==> src/rtl/ctxlink_pkg.sv <==
package ctxlink_pkg;
  localparam int CTX_W    = 32;
  localparam int EN_BIT   = 0;
  localparam int TYPE_LSB = 20;
  localparam int TYPE_W   = 4;

  localparam logic [TYPE_W-1:0] BT_BY_LEVEL = 4'd3;
  localparam logic [TYPE_W-1:0] BT_KERNEL   = 4'd7;
  localparam logic [TYPE_W-1:0] BT_HYP      = 4'd13;

  typedef enum logic [1:0] {
    LVL_USER   = 2'd0,
    LVL_KERNEL = 2'd1,
    LVL_HYP    = 2'd2,
    LVL_MON    = 2'd3
  } level_e;

  function automatic logic [TYPE_W-1:0] type_of(input logic [CTX_W-1:0] ctrl);
    return ctrl[TYPE_LSB +: TYPE_W];
  endfunction
endpackage

==> src/rtl/ctxlink_select.sv <==
module ctxlink_select
  import ctxlink_pkg::*;
(
  input  logic [TYPE_W-1:0] btype,
  input  logic [1:0]        cur_el,
  input  logic              host_mode,
  input  logic              trap_ge,
  input  logic [CTX_W-1:0]  ctx_kernel,
  input  logic [CTX_W-1:0]  ctx_hyp,
  output logic              sel_ok,
  output logic [CTX_W-1:0]  sel_ctx
);
  level_e lvl;
  assign lvl = level_e'(cur_el);

  always_comb begin
    sel_ok  = 1'b0;
    sel_ctx = ctx_kernel;
    unique case (btype)
      BT_BY_LEVEL: begin
        unique case (lvl)
          LVL_MON: sel_ok = 1'b0;
          LVL_HYP: begin
            sel_ok  = host_mode;
            sel_ctx = ctx_hyp;
          end
          LVL_KERNEL: begin
            sel_ok  = 1'b1;
            sel_ctx = ctx_kernel;
          end
          LVL_USER: begin
            sel_ok  = 1'b1;
            sel_ctx = (host_mode && trap_ge) ? ctx_hyp : ctx_kernel;
          end
          default: sel_ok = 1'b0;
        endcase
      end
      BT_KERNEL: begin
        sel_ok  = 1'b1;
        sel_ctx = ctx_kernel;
      end
      BT_HYP: begin
        sel_ok  = 1'b1;
        sel_ctx = ctx_hyp;
      end
      default: sel_ok = 1'b0;
    endcase
  end
endmodule

==> config.mk <==
export PLATFORM = sky130hd
export DESIGN_NAME = ctxlink_select
export DESIGN_NICKNAME = d
export VERILOG_FILES = /design/src/rtl/ctxlink_pkg.sv /design/src/rtl/ctxlink_select.sv
export SDC_FILE = /design/constraint.sdc
export NUM_CORES = 1
export LEC_CHECK = 0
export ABC_AREA = 0
export CORE_MARGIN = 10
export CORE_UTILIZATION = 24
export DETAILED_ROUTE_END_ITERATION = 12
export GPL_TIMING_DRIVEN = 0
export PLACE_DENSITY = 0.95
export SYNTH_ARGS = -nofsm -noshare
export SYNTH_HDL_FRONTEND = slang
export SYNTH_SLANG_ARGS = --single-unit
export TNS_END_PERCENT = 30
==> constraint.sdc <==
create_clock -name vclk -period 5.6
set_clock_uncertainty 0.1 [all_clocks]
set_input_delay 1.4 -clock vclk [all_inputs]
set_output_delay 1.4 -clock vclk [all_outputs]
set_load 0.01 [all_outputs]
Yosys cells after proc, flatten, opt, wreduce, memory -nomap -nowiden:

Cells that the tools add are included.

* multiplexer cells: 5
* equal/unequal tests: 6
* reductions and logical operators: 4

Operator list (count)
* $pmux W32 S2: 2
* $mux W32: 1
* $eq A2 B2 Y1 const B: 2
* $eq A4 B2 Y1 const B: 1
* $eq A4 B3 Y1 const B: 1
* $eq A4 B4 Y1 const B: 1
* $reduce_or A2 Y1: 2
* $pmux W1 S3: 1
* $eq A2 B1 Y1 const B: 1
* $logic_not A2 Y1: 1
* $pmux W1 S2: 1
* $logic_and A1 B1 Y1: 1

* output and inout port bits: 33
* bits in registers: 0
* word-level logic and storage cells: 15
* input port bits: 72

Logic depth before layout (Yosys ltp):

Gate-level depths: netlist of the first run.

* depth in word-level cells: 4
* mapped depth: 4
* depth with buffers taken out: 3

Worst setup path after synthesis of the first run:

No wires, ideal clock.

* kind: input -> output
* start: input btype[2]
* end: output sel_ctx[0]
* path slack: 1.722 ns
* path buffers: 1
* required time: 4.100 ns
* cell stages on the path: 4
* data arrival time: 2.378 ns
* cells stage by stage: and4b_2 -> a31oi_4 -> buf_6 -> mux2_4

* longest elaborated chain between the ends: 2
* elaborated cells between the ends (all ways): 3
* those cells by class: 2 x eq/ne; 1 x mux

RTL lines
* start: declaration: RTL line ctxlink_select.sv:4 `input logic [TYPE_W-1:0] btype,`
* $eq A4 B4 Y1 or $eq A4 B2 Y1 (tied branches): RTL line ctxlink_select.sv:19 `unique case (btype)`
* $pmux W32 S2 *: RTL line ctxlink_select.sv:19
* end: declaration: RTL line ctxlink_select.sv:11 `output logic [CTX_W-1:0] sel_ctx`

Every way passes the cells marked *; elsewhere a longest branch is shown, timed or not.

Worst setup path in the final report of the first run:

* start: input btype[1]
* end: output sel_ctx[30]

The elaborated chain is that of the path after synthesis.

==> results of run 1 <==
-- cells in the mapped netlist --
cell type / n
nand3b_1: 1
o31ai_1: 1
a31oi_4: 1
a32o_1: 1
mux2_2: 2
nor4b_4: 1
nor2b_1: 1
buf_6: 3
mux2_4: 30
a21o_1: 1
and4b_2: 1
inv_1: 1
-- worst max path at each step --
stage,endpoint,from,depth (start not counted),slack (ns)
floorplan,sel_ctx[0],btype[2],4,1.72
CTS,sel_ctx[30],btype[1],6,0.56
detailed placement,sel_ctx[30],btype[1],6,0.56
global route,sel_ctx[30],btype[1],6,0.52
global placement,sel_ctx[30],btype[1],6,0.58
finish,sel_ctx[30],btype[1],6,0.59
-- power groups by stage --
stage | clock, mW | sequential [mW] | combinational (mW)
after floorplan | 0 | 0 | 0.0451
after global placement | 0 | 0 | 0.131
after detailed placement | 0 | 0 | 0.135
after CTS | 0 | 0 | 0.135
after global routing | 0 | 0 | 0.141
final | 0 | 0 | 0.133
-- layer usage --
metal	wire (um)	track usage, %
met5	0	0
met4	0	0
met3	372	5.08
met2	1900	26.6
met1	1190	12.4
-- tightest hold or removal path, stage by stage --
cell and delay (ns):
clkdlybuf4s50_1 0.45, mux2_4 0.13, clkdlybuf4s50_1 0.53
-- cell families after synthesis --
group / after synthesis / synth area share [%]
compound gates: 4 / 7.65
buf+inv: 4 / 6.20
mux: 32 / 78.1
simple gates: 4 / 8.06
-- stage by stage --
step | util [%] | hold WS [ns] | area, sq um | worst slack [ns]
5_1_grt | 69.7 | 3.83 | 1690 | 0.523
6_report | 69.7 | 3.81 | 1690 | 0.585
4_1_cts | 69.7 | 3.81 | 1690 | 0.561
3_5_place_dp | 69.7 | 3.81 | 1690 | 0.561
2_1_floorplan | - | 2.83 | 606 | 1.72
3_3_place_gp | 69.7 | 3.81 | 1690 | 0.585
-- cell type report --
| type | instances | share of cell area [%] |
|---|---|---|
| buffer | 3 | 1.99 |
| inverter | 1 | 0.222 |
| multi-input combinational | 40 | 33.5 |
| tap | 30 | 2.22 |
| timing repair buffer | 105 | 62.0 |
==> summary.txt, run 1 <==
Layout
  – Most frequent cells in the layout: clkdlybuf4s50_1, mux2_4, buf_6, mux2_2
  – Fin nets: 223
  – Storage element area: 0 sq um
  – FILL cells: 195
  – Proportion of layout cells with a drive suffix above 1: 25.5%
  – Sequential cell count: 0
  – Area Growth Syn to Fin: 180%
  – Area of the multi-input gates: 568 sq um
  – Layout clock buffers: 0
  – Ant. Diodes: 0
  – Final Non-Filler Cells: 179
  – Most common cell after layout, fill and taps aside: clkdlybuf4s50_1

Power and ir drop
  – Logic pwr share: 100.0%
  – Int Pwr: 97.4 uW
  – Share of power burned in registers: 0%
  – Switch Pwr: 35.9 uW
  – Sw Share: 26.9%
  – VDD IR-drop max: 0.0000501 V
  – Clk pwr share: 0%
  – PnR Total Power: 133 uW
  – Leakage: 0.754 nW
  – PD cells: 78.7 nW/um^2

Timing
  – Slew margin rel.: 80.1%
  – RSZ-0062 raised after global routing: no
  – Final Hold Vio Count: 0
  – Worst-Margin Slew: 0.297 ns
  – FMAX: 199 MHz
  – Post-layout minimum cycle time: 5.01 ns
  – Slew Limit Fails: 0
  – Final setup violating endpoints: 0
  – Setup_tns: 0 ns
  – Final worst path period share: 89.5%

Synthesis
  – Seq/Total Area, Yosys: 0%
  – Synth top area share: 74.4%
  – Post-synth cell types: 12
  – Synthesized area: 606 sq um
  – Syn nets: 116
  – Mean Syn Cell Area: 13.8 sq um
  – Mapped Cells: 44
  – Yosys warns: 0
  – Synth area leader: mux2_4
  – Top post-synthesis cells by area: mux2_4, buf_6, nor4b_4, mux2_2, a31oi_4

Setup path
  – Critical Path AT: 3.51 ns
  – Worst Path Max Fanout: 10
  – Startpoint Class: input pin
  – Most numerous cell on the critical path: clkdlybuf4s50_1
  – Crit path kind: input pin to primary output
  – Critical path cell sequence: clkdlybuf4s50_1 -> and4b_2 -> a31oi_4 -> buf_6 -> mux2_4 -> clkdlybuf4s50_1
  – Critical path's top delay family: buffers and inverters
  – CP max stage delay: 0.58 ns
  – Bufs and invs on worst path: 3
  – Slowest CP cell: clkdlybuf4s50_1
  – Worst setup EP type: primary output
  – Req. time, crit path: 4.10 ns

Detailed routing
  – Wirelength, routed: 3470 um
  – DR iter-0 viols: 25
  – DRT antenna net count: 0
  – DRT Pass-1 Iters: 3
  – WL/cell: 19.4 um
  – DRC: 0
  – Vias per cell: 4.52
  – DR vias: 809

GRT
  – Initial antenna violation count: 0
  – GR Util All Layers: 13.1%
  – Largest net degree at the start of global routing: 11
  – GR Overflow Total: 0
  – Number of global-route vias before repair: 980
  – First-pass GRT wire length: 5350 um

Die
  – Die height: 70.2 um
  – CORE AREA: 2430 sq um
  – Area of the die: 4930 sq um
  – Initial Utilization: 24.9%
  – Die width: 70.2 um
  – Boundary Pins: 105
  – Num rows: 18

Flow run
  – Max Cap Viol: 0

Placement
  – Port Buffers: 105
  – Final GP Congestion: 0.819
  – Placed instance count: 179
  – Dpl hpwl: 3290 um

Hold path
  – HP Class: input pin to primary output
  – Hold path start: ctx_hyp[21]
  – Hold Path Stages: 3
  – Hold path endpoint: sel_ctx[21]

Clocking
  – PostCTS Resize Cnt: 0
  – Post-CTS Setup Bufs: 0
  – # hold bufs at CTS: 0

Outcome
  – Status: finished, final reports clean
Power figures use the tool's default switching activity.
==> inputs of run 2 (changes only) <==
Settings changed: SLEW_MARGIN set to 20.
==> results of run 2 <==
The final DEF is identical to that of run 1; final timing and power are the same.
==> inputs of run 3 (changes only) <==
Settings changed: CAP_MARGIN set to 25.
==> results of run 3 <==
The final DEF is identical to that of run 1; final timing and power are the same.
